### config.mk
export PLATFORM = sky130hd
export DESIGN_NAME = seg_playback_ctrl
export DESIGN_NICKNAME = d
export VERILOG_FILES = /design/src/rtl/rsp_pkg.sv /design/src/rtl/rsp_profile_sel.sv /design/src/rtl/rsp_interval_timer.sv /design/src/rtl/rsp_addr_seq.sv /design/src/rtl/seg_playback_ctrl.sv
export SDC_FILE = /design/constraint.sdc
export NUM_CORES = 1
export LEC_CHECK = 0
export BUFFER_PORTS_ARGS = -buffer_cell sky130_fd_sc_hd__buf_2
export CAP_MARGIN = 20
export CORE_MARGIN = 2
export CORE_UTILIZATION = 29
export CTS_CLUSTER_SIZE = 25
export DETAILED_ROUTE_END_ITERATION = 6
export HOLD_SLACK_MARGIN = 0.03
export SLEW_MARGIN = 0
export SYNTH_ARGS = -nofsm -noshare
export SYNTH_HDL_FRONTEND = slang
export SYNTH_SLANG_ARGS = --single-unit
### constraint.sdc
create_clock -name clk -period 3.8 [get_ports clk]
set_input_delay 0.57 -clock clk [delete_from_list [all_inputs] [get_ports clk]]
set_output_delay 0.57 -clock clk [all_outputs]
set_load 0.02 [all_outputs]
### src/rtl/rsp_pkg.sv
package rsp_pkg;
  typedef enum logic [2:0] {
    MODE_DIRECT = 3'b000,
    MODE_RAMP   = 3'b001,
    MODE_BIDIR  = 3'b010,
    MODE_CBIDIR = 3'b011,
    MODE_RECIRC = 3'b100
  } mode_e;
endpackage

### src/rtl/rsp_profile_sel.sv
module rsp_profile_sel #(
  parameter int NPROF = 4,
  parameter int AW    = 10,
  parameter int RW    = 16,
  parameter int PW    = 2
) (
  input  logic [NPROF*AW-1:0] first_flat,
  input  logic [NPROF*AW-1:0] last_flat,
  input  logic [NPROF*RW-1:0] rate_flat,
  input  logic [NPROF*3-1:0]  mode_flat,
  input  logic [PW-1:0]       idx,
  output logic [AW-1:0]       first_addr,
  output logic [AW-1:0]       last_addr,
  output logic [RW-1:0]       rate,
  output rsp_pkg::mode_e      mode
);
  logic [AW-1:0] first_a [NPROF];
  logic [AW-1:0] last_a  [NPROF];
  logic [RW-1:0] rate_a  [NPROF];
  logic [2:0]    mode_a  [NPROF];

  for (genvar k = 0; k < NPROF; k++) begin : g_unpack
    assign first_a[k] = first_flat[k*AW +: AW];
    assign last_a[k]  = last_flat[k*AW +: AW];
    assign rate_a[k]  = rate_flat[k*RW +: RW];
    assign mode_a[k]  = mode_flat[k*3 +: 3];
  end

  assign first_addr = first_a[idx];
  assign last_addr  = last_a[idx];
  assign rate       = rate_a[idx];
  assign mode       = rsp_pkg::mode_e'(mode_a[idx]);
endmodule

### src/rtl/rsp_interval_timer.sv
module rsp_interval_timer #(
  parameter int RW = 16
) (
  input  logic          clk,
  input  logic          rst_n,
  input  logic          load,
  input  logic          tick,
  input  logic [RW-1:0] rate,
  output logic          step
);
  logic [RW-1:0] cnt_q, cnt_d;
  logic          cnt_en;

  always_comb begin
    cnt_d  = cnt_q;
    cnt_en = 1'b0;
    step   = 1'b0;
    if (load) begin
      cnt_d  = rate;
      cnt_en = 1'b1;
    end else if (tick) begin
      cnt_en = 1'b1;
      if (cnt_q <= RW'(1)) begin
        step  = 1'b1;
        cnt_d = rate;
      end else begin
        cnt_d = cnt_q - RW'(1);
      end
    end
  end

  always_ff @(posedge clk or negedge rst_n) begin
    if (!rst_n)      cnt_q <= '0;
    else if (cnt_en) cnt_q <= cnt_d;
  end
endmodule

### src/rtl/rsp_addr_seq.sv
module rsp_addr_seq #(
  parameter int AW = 10
) (
  input  logic           clk,
  input  logic           rst_n,
  input  logic           run,
  input  logic           restart,
  input  logic           step,
  input  rsp_pkg::mode_e mode,
  input  logic [AW-1:0]  first_addr,
  input  logic [AW-1:0]  last_addr,
  input  logic           dir_up,
  output logic [AW-1:0]  addr
);
  import rsp_pkg::*;

  logic [AW-1:0] addr_q, addr_d;
  logic          up_q, up_d;
  logic [AW-1:0] bound;
  logic          at_top, at_bot, wide;

  // A reversed segment collapses onto its first word.
  assign bound  = (last_addr < first_addr) ? first_addr : last_addr;
  assign at_top = (addr_q >= bound);
  assign at_bot = (addr_q <= first_addr);
  assign wide   = (bound != first_addr);

  always_comb begin
    addr_d = addr_q;
    up_d   = up_q;
    if (!run) begin
      addr_d = '0;
      up_d   = 1'b1;
    end else if (restart) begin
      addr_d = first_addr;
      up_d   = 1'b1;
    end else begin
      unique case (mode)
        MODE_RAMP: begin
          if (step && !at_top) addr_d = addr_q + AW'(1);
        end
        MODE_BIDIR: begin
          if (step) begin
            if (dir_up && !at_top)       addr_d = addr_q + AW'(1);
            else if (!dir_up && !at_bot) addr_d = addr_q - AW'(1);
          end
        end
        MODE_CBIDIR: begin
          if (step) begin
            if (up_q) begin
              if (!at_top) addr_d = addr_q + AW'(1);
              else if (wide) begin
                addr_d = addr_q - AW'(1);
                up_d   = 1'b0;
              end
            end else begin
              if (!at_bot) addr_d = addr_q - AW'(1);
              else if (wide) begin
                addr_d = addr_q + AW'(1);
                up_d   = 1'b1;
              end
            end
          end
        end
        MODE_RECIRC: begin
          if (step) addr_d = at_top ? first_addr : addr_q + AW'(1);
        end
        default: addr_d = first_addr;
      endcase
    end
  end

  always_ff @(posedge clk or negedge rst_n) begin
    if (!rst_n) begin
      addr_q <= '0;
      up_q   <= 1'b1;
    end else begin
      addr_q <= addr_d;
      up_q   <= up_d;
    end
  end

  assign addr = addr_q;
endmodule

### src/rtl/seg_playback_ctrl.sv
module seg_playback_ctrl #(
  parameter int NPROF = 4,
  parameter int AW    = 10,
  parameter int RW    = 16,
  parameter int DW    = 32,
  parameter int PHW   = 14
) (
  input  logic                   clk,
  input  logic                   rst_n,
  input  logic                   tick,
  input  logic                   mem_en,
  input  logic                   dest_phase,
  input  logic                   update,
  input  logic [$clog2(NPROF)-1:0] prof_sel,
  input  logic [NPROF*AW-1:0]    seg_first,
  input  logic [NPROF*AW-1:0]    seg_last,
  input  logic [NPROF*RW-1:0]    seg_rate,
  input  logic [NPROF*3-1:0]     seg_mode,
  input  logic [DW-1:0]          mem_rdata,
  input  logic [DW-1:0]          reg_ftw,
  input  logic [PHW-1:0]         reg_pow,
  output logic [AW-1:0]          mem_addr,
  output logic [DW-1:0]          ftw_out,
  output logic [PHW-1:0]         pow_out
);
  import rsp_pkg::*;
  localparam int PW = $clog2(NPROF);

  // Reset: asynchronous assertion, synchronous release.
  logic [1:0] rst_sync_q;
  logic       rst_int_n;
  always_ff @(posedge clk or negedge rst_n) begin
    if (!rst_n) rst_sync_q <= 2'b00;
    else        rst_sync_q <= {rst_sync_q[0], 1'b1};
  end
  assign rst_int_n = rst_sync_q[1];

  logic [PW-1:0] prof_q;
  logic          en_q;
  always_ff @(posedge clk or negedge rst_int_n) begin
    if (!rst_int_n) begin
      prof_q <= '0;
      en_q   <= 1'b0;
    end else begin
      prof_q <= prof_sel;
      en_q   <= mem_en;
    end
  end

  logic          bidir_sel;
  logic [PW-1:0] eff_idx;
  logic          restart;
  logic [AW-1:0] first_addr, last_addr;
  logic [RW-1:0] rate;
  mode_e         mode;
  logic          step;

  assign bidir_sel = (seg_mode[2:0] == MODE_BIDIR);
  assign eff_idx   = bidir_sel ? '0 : prof_sel;
  assign restart   = mem_en & (update | ~en_q | (~bidir_sel & (prof_sel != prof_q)));

  rsp_profile_sel #(.NPROF(NPROF), .AW(AW), .RW(RW), .PW(PW)) u_psel (
    .first_flat (seg_first),
    .last_flat  (seg_last),
    .rate_flat  (seg_rate),
    .mode_flat  (seg_mode),
    .idx        (eff_idx),
    .first_addr (first_addr),
    .last_addr  (last_addr),
    .rate       (rate),
    .mode       (mode)
  );

  rsp_interval_timer #(.RW(RW)) u_timer (
    .clk   (clk),
    .rst_n (rst_int_n),
    .load  (restart),
    .tick  (tick),
    .rate  (rate),
    .step  (step)
  );

  rsp_addr_seq #(.AW(AW)) u_seq (
    .clk        (clk),
    .rst_n      (rst_int_n),
    .run        (mem_en),
    .restart    (restart),
    .step       (step),
    .mode       (mode),
    .first_addr (first_addr),
    .last_addr  (last_addr),
    .dir_up     (prof_sel[0]),
    .addr       (mem_addr)
  );

  // Routing of the memory word to frequency or phase path.
  assign ftw_out = (mem_en && !dest_phase) ? mem_rdata : reg_ftw;
  assign pow_out = (mem_en && dest_phase) ? mem_rdata[DW-1 -: PHW] : reg_pow;
endmodule

## Word level (Yosys, flattened, before mapping)

Cells that the tools add are included.

| word-level totals | value |
|---|---|
| bits in registers | 32 |
| output and inout port bits | 56 |
| bits of input ports | 242 |

| operators by class | value |
|---|---|
| $add $sub $neg | 3 |
| reductions and logical operators | 13 |
| bitwise logic cells | 7 |
| $lt $le $gt $ge | 5 |
| muxes and demuxes | 48 |
| equal/unequal tests | 16 |

Operators by type and width:

| kind | number |
|---|---|
| 10-bit 2-to-1 mux | 19 |
| 16-bit 2-to-1 mux | 5 |
| 10-bit binary-select mux with 2-bit select | 2 |
| 10-bit one-hot mux with 4 select lines | 1 |
| 16-bit binary-select mux with 2-bit select | 1 |
| 32-bit 2-to-1 mux | 1 |
| 16-bit by 1-bit <= comparator with 1-bit output, second input constant | 1 |
| 4-bit by 3-bit != test with 1-bit output, second input constant | 4 |
| 16-bit by 1-bit subtractor with 16-bit output, second input constant | 1 |
| 1-bit 2-to-1 mux | 14 |
| 14-bit 2-to-1 mux | 1 |
| 10-bit by 1-bit adder with 10-bit output, second input constant | 1 |
| 10-bit greater-or-equal comparator | 1 |
| 10-bit <= comparator | 1 |
| 10-bit less-than comparator | 1 |
| 10-bit != test | 1 |
| 10-bit by 1-bit subtractor with 10-bit output, second input constant | 1 |
| 3-bit by 2-bit == test with 1-bit output, second input constant | 3 |
| 7-bit AND reduction | 1 |
| 3-bit binary-select mux with 2-bit select | 1 |
| 3-bit 2-to-1 mux | 2 |
| 3-bit by 1-bit != test with 1-bit output, second input constant | 2 |
| 6-bit by 5-bit != test with 1-bit output, second input constant | 1 |
| 6-bit != test, second input constant | 1 |
| 14 further kinds | 25 |

## Depth between registers and ports, before layout

Gate-level depths: netlist of run 1.

| logic depth | value |
|---|---|
| depth after elaboration | 16 |
| mapped depth | 28 |

## Modules after synthesis

A second synthesis of run 1 with hierarchy kept.

| second synthesis, totals | value |
|---|---|
| cell total of the unflattened synthesis | 545 |
| area, all modules | 5406.4 um2 |

Modules (own cells, without submodules):

| module | area an instance (um2) | seq. area each (um2) | times used | cells an instance |
|---|---|---|---|---|
| rsp_addr_seq | 2284.7 | 276.5 | 1 | 289 |
| rsp_interval_timer | 1232.4 | 400.4 | 1 | 142 |
| seg_playback_ctrl | 955.9 | 125.1 | 1 | 67 |
| rsp_profile_sel | 933.4 | 0.0 | 1 | 47 |

## Worst setup path before layout of run 1

OpenSTA, ideal clock, no wires.

| path | value |
|---|---|
| path type | input to register |
| start | input prof_sel[1] |
| end | register u_seq.addr_q[9], in the netlist u_seq.addr[9] |
| library setup time | 0.125 ns |
| required time | 3.675 ns |
| arrival time | 5.333 ns |
| path slack | -1.658 ns |
| cell stages on the path | 27 |
| path buffers | 7 |
| cell sequence | buf_4 -> buf_6 -> buf_4 -> nor2_1 -> a21oi_1 -> mux2_2 -> inv_1 -> ha_1 -> a21o_1 -> a21o_1 -> a21o_1 -> a31oi_1 -> o22a_1 -> clkbuf_1 -> clkbuf_1 -> o21ai_0 -> ha_1 -> a21oi_1 -> o21ai_0 -> a21oi_1 -> o21ai_0 -> nor2_1 -> or3_1 -> buf_1 -> o21a_1 -> buf_4 -> mux2_4 |

| between the ends | value |
|---|---|
| word-level cells in the longest chain between the ends | 15 |
| elaborated cells between the ends (all ways) | 49 |
| classes of those cells | order compare (3); eq/ne (13); mux (23); bitwise (4); reduce/logical (6) |

RTL lines:

| item | line | text |
|---|---|---|
| start: declaration | seg_playback_ctrl.sv:14 | `input logic [$clog2(NPROF)-1:0] prof_sel,` |
| 2-bit 2-to-1 mux | seg_playback_ctrl.sv:59 | `assign eff_idx = bidir_sel ? '0 : prof_sel;` |
| 2-bit NOT with 3-bit output (implied by the code) | rsp_profile_sel.sv:29, rsp_profile_sel.sv:30, rsp_profile_sel.sv:32 |  |
| 10-bit binary-select mux with 2-bit select (on tied branches) | rsp_profile_sel.sv:30, rsp_profile_sel.sv:29 |  |
| 10-bit 2-to-1 mux (on tied branches) (2 in a row) | rsp_profile_sel.sv:30, rsp_profile_sel.sv:29 |  |
| 10-bit less-than comparator | rsp_addr_seq.sv:23 | `assign bound = (last_addr < first_addr) ? first_addr : last_addr;` |
| 10-bit 2-to-1 mux | rsp_addr_seq.sv:23 |  |
| 10-bit greater-or-equal comparator | rsp_addr_seq.sv:24 | `assign at_top = (addr_q >= bound);` |
| 1-bit zero test | rsp_addr_seq.sv:40, rsp_addr_seq.sv:44 |  |
| 1-bit logical AND | rsp_addr_seq.sv:44 | `if (dir_up && !at_top) addr_d = addr_q + AW'(1);` |
| 10-bit 2-to-1 mux | rsp_addr_seq.sv:44 |  |
| 10-bit 2-to-1 mux | rsp_addr_seq.sv:43 | `if (step) begin` |
| 10-bit one-hot mux with 4 select lines | rsp_addr_seq.sv:38 | `unique case (mode)` |
| 10-bit 2-to-1 mux | rsp_addr_seq.sv:34 | `end else if (restart) begin` |
| 10-bit 2-to-1 mux | rsp_addr_seq.sv:31 | `if (!run) begin` |
| end signal: assignment | rsp_addr_seq.sv:78 | `addr_q <= addr_d;` |
| end: declaration | rsp_addr_seq.sv:17 | `logic [AW-1:0] addr_q, addr_d;` |

Several ways; a longest one is shown, not always the timed one. The select of a mux whose other input is x is not followed.
A chain may end at the register's enable or synchronous reset.

## Worst setup path after layout of run 1

| path | value |
|---|---|
| start | input seg_mode[1] |
| end | register u_seq.addr_q[8], in the netlist u_seq.addr[8] |

| between the ends | value |
|---|---|
| word-level cells in the longest chain between the ends | 16 |
| elaborated cells between the ends (all ways) | 50 |
| classes of those cells | order compare (3); eq/ne (13); mux (23); bitwise (5); reduce/logical (6) |

RTL lines:

| item | line | text |
|---|---|---|
| start: declaration | seg_playback_ctrl.sv:18 | `input logic [NPROF*3-1:0] seg_mode,` |
| 3-bit by 2-bit == test with 1-bit output | seg_playback_ctrl.sv:58 | `assign bidir_sel = (seg_mode[2:0] == MODE_BIDIR);` |
| 2-bit 2-to-1 mux | seg_playback_ctrl.sv:59 |  |
| 2-bit NOT with 3-bit output (implied by the code) | rsp_profile_sel.sv:29, rsp_profile_sel.sv:30, rsp_profile_sel.sv:32 |  |
| 10-bit binary-select mux with 2-bit select (on tied branches) | rsp_profile_sel.sv:30, rsp_profile_sel.sv:29 |  |
| 10-bit 2-to-1 mux (on tied branches) (2 in a row) | rsp_profile_sel.sv:30, rsp_profile_sel.sv:29 |  |
| 10-bit less-than comparator | rsp_addr_seq.sv:23 |  |
| 10-bit 2-to-1 mux | rsp_addr_seq.sv:23 |  |
| 10-bit greater-or-equal comparator | rsp_addr_seq.sv:24 |  |
| 1-bit zero test | rsp_addr_seq.sv:40, rsp_addr_seq.sv:44 |  |
| 1-bit logical AND | rsp_addr_seq.sv:44 |  |
| 10-bit 2-to-1 mux | rsp_addr_seq.sv:44 |  |
| 10-bit 2-to-1 mux | rsp_addr_seq.sv:43 |  |
| 10-bit one-hot mux with 4 select lines | rsp_addr_seq.sv:38 |  |
| 10-bit 2-to-1 mux | rsp_addr_seq.sv:34 |  |
| 10-bit 2-to-1 mux | rsp_addr_seq.sv:31 |  |

Several ways; a longest one is shown, not always the timed one. The select of a mux whose other input is x is not followed.

==> results of run 1 <==
[critical path: stages]
cell	delay, ps
buf_2	90
buf_4	100
or3b_4	390
a31oi_1	190
o221a_2	230
inv_1	80
ha_4	270
nand4_1	90
nor2_1	90
nor2_1	50
o22a_1	240
buf_4	180
buf_4	130
o21ai_0	230
ha_1	320
a21oi_2	220
o21ai_4	110
o2111a_2	300
o311ai_4	350
buf_6	180
o211ai_1	90
a22o_1	230
[power by group through the flow]
stage | Clock (W) | Sequential, W | Combinational (W)
global route | 0.000499 | 0.000517 | 0.00166
CTS | 0.000483 | 0.000503 | 0.00146
detailed placement | 0 | 0.000508 | 0.00142
floorplan | 0 | 0.000495 | 0.000882
global placement | 0 | 0.000509 | 0.00141
finish | 0.000471 | 0.000508 | 0.00151
[placed cells by master, fill, tap and decap left out, types with 6 or more instances in the layout]
| master | Yosys | layout |
|---|---|---|
| a21oi_1 | 62 | 60 |
| o2111ai_1 | 8 | 8 |
| xor2_1 | 10 | 10 |
| mux2_4 | 2 | 7 |
| and2_1 | 6 | 6 |
| buf_6 | 3 | 6 |
| nor4_1 | 8 | 8 |
| o21ai_0 | 45 | 40 |
| nor3_1 | 16 | 15 |
| nor2_1 | 87 | 82 |
| ha_1 | 33 | 28 |
| a22o_1 | 11 | 11 |
| buf_2 | 7 | 294 |
| inv_1 | 27 | 23 |
| a31oi_1 | 9 | 9 |
| o211ai_1 | 12 | 12 |
| mux2i_1 | 27 | 27 |
| a211oi_1 | 6 | 6 |
| nand3_1 | 29 | 28 |
| a221oi_1 | 14 | 14 |
| o22ai_1 | 11 | 11 |
| a21o_1 | 6 | 6 |
| o221ai_1 | 10 | 10 |
| mux2_2 | 61 | 56 |
| xnor2_1 | 10 | 10 |
| dfrtp_1 | 31 | 31 |
| buf_4 | 6 | 78 |
| nand2_1 | 64 | 64 |
[logic make-up (layout without fill, tap and decap cells)]
family,after synthesis,in the layout
muxes,91,91
adders and majority gates,33,33
xor gates and xnor gates,20,20
and+or+nand+nor,246,246
buffers and inverters,77,419
other,1,1
DFF,32,32
AOI/OAI and AO/OA,228,228
[final timing paths]
| path | endpoint | slack (ps) | cells past startpoint |
|---|---|---|---|
| min reg2reg | u_timer.cnt_q[6] | 270 | 1 |
| min in group clk | rst_sync_q[1] | 350 | 0 |
| max | u_seq.addr[8] | -770 | 22 |
| min | rst_sync_q[0] | 60 | 1 |
| max reg2reg | u_seq.addr[8] | 900 | 11 |
| max in group asynchronous | u_seq.up_q | 3180 | 1 |
[metrics by stage]
stage                     hold WS, ps  utilization (%)
after CTS                       55.55            42.95
after global routing            60.73            43.45
after detailed placement        285.6            41.43
after floorplan                 274.4                -
final                           64.34            43.45
after global placement          285.4            41.43
[flip-flops by register name, summed over array words and instances, names as in the netlist]
register / cells
en_q: 1
u_timer.cnt_q: 16
rst_sync_q: 2
prof_q: 2
u_seq.addr: 10
u_seq.up_q: 1
[routing by layer]
layer	GRT usage, %	vias to the layer above
li1	-	3416
met1	27.03	3208
met2	35.53	230
met4	6.842	0
met5	0	-
met3	2.242	42
[repair_timing]
item | 4_1_cts | 5_1_grt
hold buffers | 0 | 0
pin swaps | 5 | 10
cloned | 1 | 1
buffers inserted | 4 | 4
resized for setup | 12 | 15
setup endpoints to repair | 11 | 11
[area by class of cell]
class	instances	area [sq um]	share of cell area, %
multi-input combinational	619	4428	55.04
tap	234	292.8	3.639
inverter	27	106.4	1.322
timing repair buffer	384	2252	27.99
clock buffer	6	128.9	1.602
sequential	32	802.0	9.969
clock inverter	2	35.03	0.4355
==> flow_summary.json, run 1 <==
{
  "power.density_nw_per_um2": 309.1,
  "core_region_area_sq_um": 18520,
  "synth_xor_area_share_pct": 3.224,
  "fin_ws_ps": -772.0,
  "crit_required_ps": 3960,
  "ys_types": 73,
  "rsz0062_at_grt": "yes",
  "yosysMostFrequentCell": "nor2_1",
  "r2r_start": "u_seq.addr[0]",
  "dr.pass1.iters": 5,
  "grt_usage_pct": 20.65,
  "critPathKind": "in2reg",
  "synth_compound_area_share_pct": 28.28,
  "clockBufferDepth": 2,
  "switching_share_pct": 43.02,
  "drive_gt1_share_pct": 46.36,
  "syn-cell-area_sq_um": 5434,
  "slew_headroom_pct": 45.47,
  "ys_top_cells_by_area": "dfrtp_1, mux2_2, ha_1",
  "hold_path_class": "in2async",
  "worstSetupEndpointType": "register",
  "total_power_w": 0.002487,
  "leakage_nw": 3.921,
  "dp.cells": 1287,
  "async_flop_share_pct": 100.0,
  "violations": "negative setup slack",
  "outcome": "finished, violations left",
  "synth_top_area_cell": "dfrtp_1",
  "ys_seq_area_share_pct": 14.76,
  "rows": 50,
  "final.min_clock_period_ps": 4572,
  "worst_clock_skew_ps": 5.504,
  "dpl.hpwl_mm": 17.37,
  "yosys.area_share.simple_pct": 21.18,
  "syn_inst": 728,
  "die-area_sq_um": 19850,
  "start_util_pct": 29.34,
  "n_fill_cell": 1949,
  "antenna_found_initial": 0,
  "setup_viol": 10,
  "drt_iter0_drc": 430,
  "worstSetupStartpoint": "seg_mode[1]",
  "cts_tree": "yes",
  "ys_ff_latch": 32,
  "area_growth_pct": 48.05,
  "syn_avg_cell_area_sq_um": 7.464,
  "p_seq_share_pct": 20.4,
  "gp_congestion": 0.9252,
  "vias": 6896,
  "max_freq_mhz": 218.7,
  "fin_crit_sh_pct": 120.3,
  "tns_ps": -7485,
  "synth_top_family_by_area": "compound AO/OA/AOI/OAI gates",
  "synth_top_area_share_pct": 14.28,
  "syn-num-nets": 1003,
  "switching_power_w": 0.001070,
  "synth_edf_count": 0,
  "internal-power_w": 0.001417,
  "nNetsFinal": 1344,
  "yosysWarnings": 0,
  "highest_layer": "met4",
  "worst_ep_arrival_time_ps": 4740,
  "dieHeight_um": 140.9,
  "synthAdderAreaFrac_pct": 7.598,
  "hold_violations": 0,
  "ys.flop_type": "dfrtp_1",
  "clock_latency_ps": 280,
  "layoutNonFillerInstCount": 1304,
  "wl_met2_mm": 10.38,
  "ir_drop_uv": 205.9,
  "htree_levels": 2,
  "grt_pass1_vias": 6604,
  "maxSlewViolCount": 0,
  "place_area_sq_um": 7671,
  "grt_remaining_overflow": 0,
  "synth_common_cells": "nor2_1, nand2_1, a21oi_1",
  "dr_wl_met3_mm": 1.036,
  "cp-start-kind": "input port",
  "routed_wl_mm": 21.69,
  "pin_count": 298,
  "comb_power_share_pct": 60.7,
  "grt_max_degree": 34,
  "die_w_um": 140.9,
  "wl_per_cell_um": 16.63,
  "synth_mux_area_share_pct": 18.58,
  "met1_length_mm": 9.727,
  "clock_sinks": 32,
  "clock-root-buffer": "clkbuf_16",
  "cts_buffers": 5,
  "drc": 0,
  "path_clk_slew_ps": 60,
  "pre_cts_ws_ps": -1191,
  "timing.critical_path.fanout_max": 7,
  "vias_per_cell": 5.288,
  "final_area_sq_um": 8045,
  "drtAntennaViolNets": 0,
  "tightest_slew_ps": 815.0,
  "grt_pass1_wl_mm": 33.48,
  "n_antenna_cell": 0,
  "cap_viol_max_count": 0,
  "clock_power_share_pct": 18.9,
  "io_buffers": 297
}
No activity file was read; power rests on OpenSTA's default activity.
==> inputs of run 2 (changes only) <==
--- a/config.mk
+++ b/config.mk
@@ -12,6 +12,7 @@
 export CTS_CLUSTER_SIZE = 25
 export DETAILED_ROUTE_END_ITERATION = 6
 export HOLD_SLACK_MARGIN = 0.03
+export REMOVE_ABC_BUFFERS = 1
 export SLEW_MARGIN = 0
 export SYNTH_ARGS = -nofsm -noshare
 export SYNTH_HDL_FRONTEND = slang
==> run 2 against run 1 <==
Critical path depth did not move. Maximum frequency rose by 0.39%. The flow still finishes with violations (negative setup slack). Routed wire length fell by 1.3%. Via count rose by 1.6%. Clock skew rose by 2.6 ps.
==> flow_summary.json, run 2 (synthesized netlist as in run 1, its figures left out) <==
{
  "outcome": "finished, violations left",
  "maxSlewViolCount": 0,
  "cp.depth": 22,
  "violations": "negative setup slack",
  "final.min_clock_period_ps": 4554,
  "grt_pass1_vias": 6599,
  "grt_remaining_overflow": 0,
  "htree_levels": 2,
  "rsz0062_at_grt": "yes",
  "drc": 0,
  "r2r-end": "u_seq.addr[4]",
  "final_common_cell": "buf_2",
  "ir_drop_uv": 157.8,
  "grt_max_degree": 33,
  "cp-start-kind": "input port",
  "grt_usage_pct": 20.08,
  "die-area_sq_um": 19850,
  "clock_latency_ps": 280,
  "slew_headroom_pct": 39.26,
  "crit_path_cell_trace": "buf_6, nor3b_4, nor2_4, mux2_4, inv_4, ha_4, a21o_1, a21o_1, a21o_1, a31oi_1, o22a_2, buf_12, o21ai_0, ha_1, a21oi_2, o21ai_2, a21oi_2, o21ai_2, o2111a_2, o311ai_4, o21a_4, mux2_4",
  "top_register": "u_timer.cnt_q",
  "rows": 50,
  "hold_violations": 0,
  "cts_tree": "yes",
  "postCtsHoldBufs": 0,
  "clockBufferDepth": 2,
  "die_w_um": 140.9,
  "fin_hold_ws_ps": 76.86,
  "grt.met2_usage_pct": 37.25,
  "grt_pass1_wl_mm": 32.88,
  "cts_buffers": 5,
  "worst_ep_arrival_time_ps": 4710,
  "crit_required_ps": 3960,
  "dieHeight_um": 140.9,
  "power.density_nw_per_um2": 305.5,
  "timing.critical_path.fanout_max": 5,
  "leakage_nw": 3.996,
  "setup_viol": 10,
  "cp_common_cell": "a21o_1",
  "max_freq_mhz": 219.6,
  "hold_path_class": "in2async",
  "grt.busiest_layer": "met2",
  "dpl.hpwl_mm": 17.14,
  "area_growth_pct": 51.88,
  "crit_buf_inv": 3,
  "gp_congestion": 0.8671,
  "tightest_slew_ps": 907.7,
  "io_buffers": 297,
  "routed_wl_mm": 21.41,
  "worstSetupEndpointType": "register",
  "drive_gt1_share_pct": 48.85,
  "place_area_sq_um": 7642,
  "grt_use_met3_pct": 2.412,
  "drt_iter0_drc": 378,
  "ff2ff_setup_slack_ps": 940,
  "grt_use_met1_pct": 25.04,
  "final_area_sq_um": 8253,
  "cp_slowest_cell": "mux2_4",
  "antenna_found_initial": 0,
  "reg2reg_depth": 10,
  "vias_per_cell": 5.317,
  "fin_crit_sh_pct": 119.9,
  "critPathKind": "in2reg",
  "pin_count": 298,
  "fin_ws_ps": -754.3,
  "core_region_area_sq_um": 18520,
  "crit_family": "compound AO/OA/AOI/OAI gates",
  "drtAntennaViolNets": 0,
  "clock_sinks": 32,
  "nNetsFinal": 1357,
  "r2r_start": "u_seq.addr[4]",
  "vias": 7003,
  "path_clk_slew_ps": 50,
  "n_antenna_cell": 0,
  "cap_viol_max_count": 0,
  "dr.pass1.iters": 5,
  "max_stage_delay_ps": 350,
  "clock-root-buffer": "clkbuf_16",
  "start_util_pct": 29.34,
  "final_cell_mix": "buf_2, buf_4, nor2_1, nand2_1",
  "largest_reg_flops": 16,
  "wl_per_cell_um": 16.26,
  "worst_clock_skew_ps": 8.129,
  "total_power_w": 0.002521
}
run 2: cell types whose count changed in the layout (fill, tap and decap cells not counted), moves of 5 or more:
cell / before / now
buf_4: 78 / 87
o21ai_2: 2 / 8
o21ai_0: 40 / 35
buf_6: 6 / 11
run 2: how the worst max path moves through the flow:
stage	startpoint	endpoint	slack (ps)
2_1_floorplan	seg_mode[2]	u_seq.addr[9]	-1850
3_3_place_gp	prof_sel[1]	u_seq.addr[9]	-1300
5_1_grt	seg_mode[2]	u_seq.addr[3]	-920
4_1_cts	seg_mode[1]	u_seq.addr[9]	-810
6_report	seg_mode[1]	u_seq.addr[9]	-750
3_5_place_dp	prof_sel[0]	u_seq.addr[4]	-1380
run 2: what timing repair did:
action	4_1_cts	5_1_grt
resized for setup	43	42
endpoints found under the setup margin	11	11
buffers inserted	9	6
hold endpoints to repair	0	0
pin swaps	18	36
cloned	2	1
run 2: through the flow:
stage	setup TNS [ps]	utilization [%]	instances	setup slack, ps
2_1_floorplan	-17460	-	678	-1853
3_3_place_gp	-13440	41.27	1293	-1303
4_1_cts	-7762	43.65	1312	-807.9
6_report	-7296	44.57	1317	-754.3
3_5_place_dp	-14210	41.27	1293	-1382
5_1_grt	-9044	44.57	1317	-920.9
run 2: power by group:
| part | switching, W | internal (W) | total [W] |
|---|---|---|---|
| Combinational | 0.000815 | 0.000739 | 0.00155 |
| Sequential | 0.000113 | 0.000401 | 0.000514 |
| Clock | 0.000145 | 0.000308 | 0.000453 |
run 2: cell type report:
class	count	area [sq um]
repair buffers	397	2374
multi-input cells	619	4514
flip-flops and latches	32	802.0
inverters	27	106.4
fillers	1869	10260
clock inverters	2	35.03
well taps	234	292.8
clock buffers	6	128.9
run 2: metal layers:
metal	routed length (um)	vias up
met4	298	0
met5	0	-
li1	-	3443
met3	1393	22
met1	8999	3243
met2	10720	295
==> inputs of run 3 (changes only) <==
--- a/config.mk
+++ b/config.mk
@@ -5,6 +5,7 @@
 export SDC_FILE = /design/constraint.sdc
 export NUM_CORES = 1
 export LEC_CHECK = 0
+export ABC_AREA = 1
 export BUFFER_PORTS_ARGS = -buffer_cell sky130_fd_sc_hd__buf_2
 export CAP_MARGIN = 20
 export CORE_MARGIN = 2
==> run 3 against run 2 <==
Worst hold slack worse by 5.7 ps. Critical endpoint is now u_seq.addr[5]. Sequential share of layout area down 0.74 points. Clock power down 9.9%. Critical path depth up 11. Highest routed layer unchanged. Combinational power about the same. Largest power group unchanged. First-iteration DRC count up 35%. The run still ends with negative setup slack left. Flip-flop and latch count unchanged. Setup slack better by 410 ps. Final area up 8.3%.
==> flow_summary.json, run 3 <==
{
  "nNetsFinal": 1692,
  "htree_levels": 2,
  "cap_viol_max_count": 0,
  "yosysWarnings": 0,
  "total_power_w": 0.002480,
  "rsz0062_at_grt": "yes",
  "final_area_sq_um": 8935,
  "grt_use_met3_pct": 2.301,
  "routed_wl_mm": 26.86,
  "cts_buffers": 5,
  "ys_types": 44,
  "drc": 0,
  "postCtsHoldBufs": 0,
  "grt.busiest_layer": "met2",
  "leakage_nw": 4.989,
  "clockBufferDepth": 2,
  "area_growth_pct": 48.40,
  "synth_edf_count": 0,
  "top_register": "u_timer.cnt_q",
  "timing.critical_path.fanout_max": 8,
  "final_cell_mix": "nand2_1, buf_2, nand3_1, nor2_1, inv_1",
  "drive_gt1_share_pct": 35.68,
  "drtAntennaViolNets": 0,
  "cp_common_cell": "nand2_1",
  "drt_iter0_drc": 510,
  "syn_inst": 1075,
  "max_stage_delay_ps": 310,
  "die_w_um": 148.1,
  "crit_path_end": "u_seq.addr[5]",
  "violations": "negative setup slack",
  "core_region_area_sq_um": 20300,
  "pin_count": 298,
  "worst_ep_arrival_time_ps": 4360,
  "largest_reg_flops": 16,
  "n_fill_cell": 2171,
  "syn-cell-area_sq_um": 6021,
  "async_flop_share_pct": 100.0,
  "place_area_sq_um": 8178,
  "grt_usage_pct": 22.33,
  "outcome": "finished, violations left",
  "grt_pass1_wl_mm": 39.10,
  "power.density_nw_per_um2": 277.5,
  "fin_crit_sh_pct": 109.1,
  "ys_seq_area_share_pct": 13.32,
  "ff2ff_setup_slack_ps": 1280,
  "io_buffers": 297,
  "synth_common_cells": "nand2_1, nand3_1, nor2_1",
  "max_freq_mhz": 241.2,
  "synth_top_area_cell": "nand2_1",
  "worstSetupEndpointType": "register",
  "dieHeight_um": 148.1,
  "die-area_sq_um": 21930,
  "wl_per_cell_um": 15.89,
  "ys.flop_type": "dfrtp_1",
  "reg2reg_depth": 16,
  "grt_max_degree": 47,
  "worst_clock_skew_ps": 5.204,
  "final_common_cell": "nand2_1",
  "final.min_clock_period_ps": 4146,
  "ir_drop_uv": 207.9,
  "grt_pass1_vias": 7816,
  "dr.pass1.iters": 7,
  "syn_avg_cell_area_sq_um": 5.601,
  "grt_remaining_overflow": 0,
  "ys_top_cells_by_area": "nand2_1, dfrtp_1, nand3_1",
  "dpl.hpwl_mm": 21.48,
  "start_util_pct": 29.66,
  "setup_viol": 11,
  "crit_required_ps": 4010,
  "clock-root-buffer": "clkbuf_16",
  "pre_cts_ws_ps": -708.5,
  "vias": 8475,
  "gp_congestion": 0.9304,
  "ys_ff_latch": 32,
  "worstSetupStartpoint": "seg_mode[0]",
  "rows": 52,
  "maxSlewViolCount": 0,
  "yosysMostFrequentCell": "nand2_1",
  "fin_ws_ps": -346.5,
  "cp_slowest_cell": "ha_1",
  "critPathKind": "in2reg",
  "hold_violations": 0,
  "antenna_found_initial": 3,
  "grt.met2_usage_pct": 43.54,
  "grt_use_met1_pct": 25.44,
  "synth_top_area_share_pct": 23.00,
  "cp-start-kind": "input port",
  "clock_sinks": 32,
  "r2r-end": "u_seq.addr[5]",
  "vias_per_cell": 5.015,
  "tightest_slew_ps": 922.1,
  "cts_tree": "yes",
  "clock_latency_ps": 270,
  "r2r_start": "u_seq.addr[5]",
  "path_clk_slew_ps": 60,
  "hold_path_class": "in2async",
  "slew_headroom_pct": 38.30
}
-- run 3: stage by stage --
stage	TNS (ps)	cells	hold WS [ps]	util [%]
2_1_floorplan	-21670	1017	274.4	-
3_3_place_gp	-5936	1665	275.8	40.29
3_5_place_dp	-7042	1665	276.6	40.29
4_1_cts	-2926	1677	67.79	41.49
5_1_grt	-6353	1690	63.91	44.02
6_report	-3335	1690	71.12	44.02
-- run 3: worst min path at each step --
stage,startpoint,end,slack (ps)
detailed placement,rst_sync_q[1],u_timer.cnt_q[10],280
global route,rst_n,rst_sync_q[0],60
global placement,rst_sync_q[1],u_seq.addr[5],280
CTS,rst_n,rst_sync_q[0],70
finish,rst_n,rst_sync_q[0],70
floorplan,rst_n,rst_sync_q[0],270
-- run 3: power breakdown --
group	internal (W)	switching, W
Clock	0.000258	0.000150
Sequential	0.000396	0.0000920
Combinational	0.000666	0.000918
-- run 3: worst max-delay path, delay by kind of cell --
family | cells | cell delay, ps
AND/OR/NAND/NOR | 20 | 1890
buffers and inverters | 6 | 890
adder cells (fa/ha/maj) | 2 | 550
AO/OA/AOI/OAI | 5 | 450
-- run 3: cell families after synthesis --
logic type	Yosys count	synth area share (%)
AOI/OAI and AO/OA	172	16.11
and+or+nand+nor	641	45.37
buffers and inverters	156	11.72
muxes	18	3.367
DFF	32	13.32
other	1	0.06228
xor gates and xnor gates	22	3.200
adders and majority gates	33	6.858
-- run 3: metal layers --
layer,part of all wire [%],vias up
met2,53,346
li1,-,4205
met3,5.6,60
met4,3.5,0
met1,38,3864
met5,0,-
-- run 3: timing repair --
item | in CTS | in global routing
buffers inserted | 2 | 8
cloned | 2 | 3
gates resized for setup | 28 | 85
setup endpoints to repair | 11 | 11
pin swaps | 1 | 41
-- run 3: layout make-up --
type                    instances  area, sq um  share of cell area [%]
inverters                      98        367.9                   4.117
multi-input cells             887         4875                   54.56
repair buffers                393         2399                   26.84
clock inverters                 2        10.01                  0.1120
diodes                          2        5.005                 0.05601
clock buffers                   6        138.9                   1.554
well taps                     270        337.8                   3.781
flip-flops and latches         32        802.0                   8.976
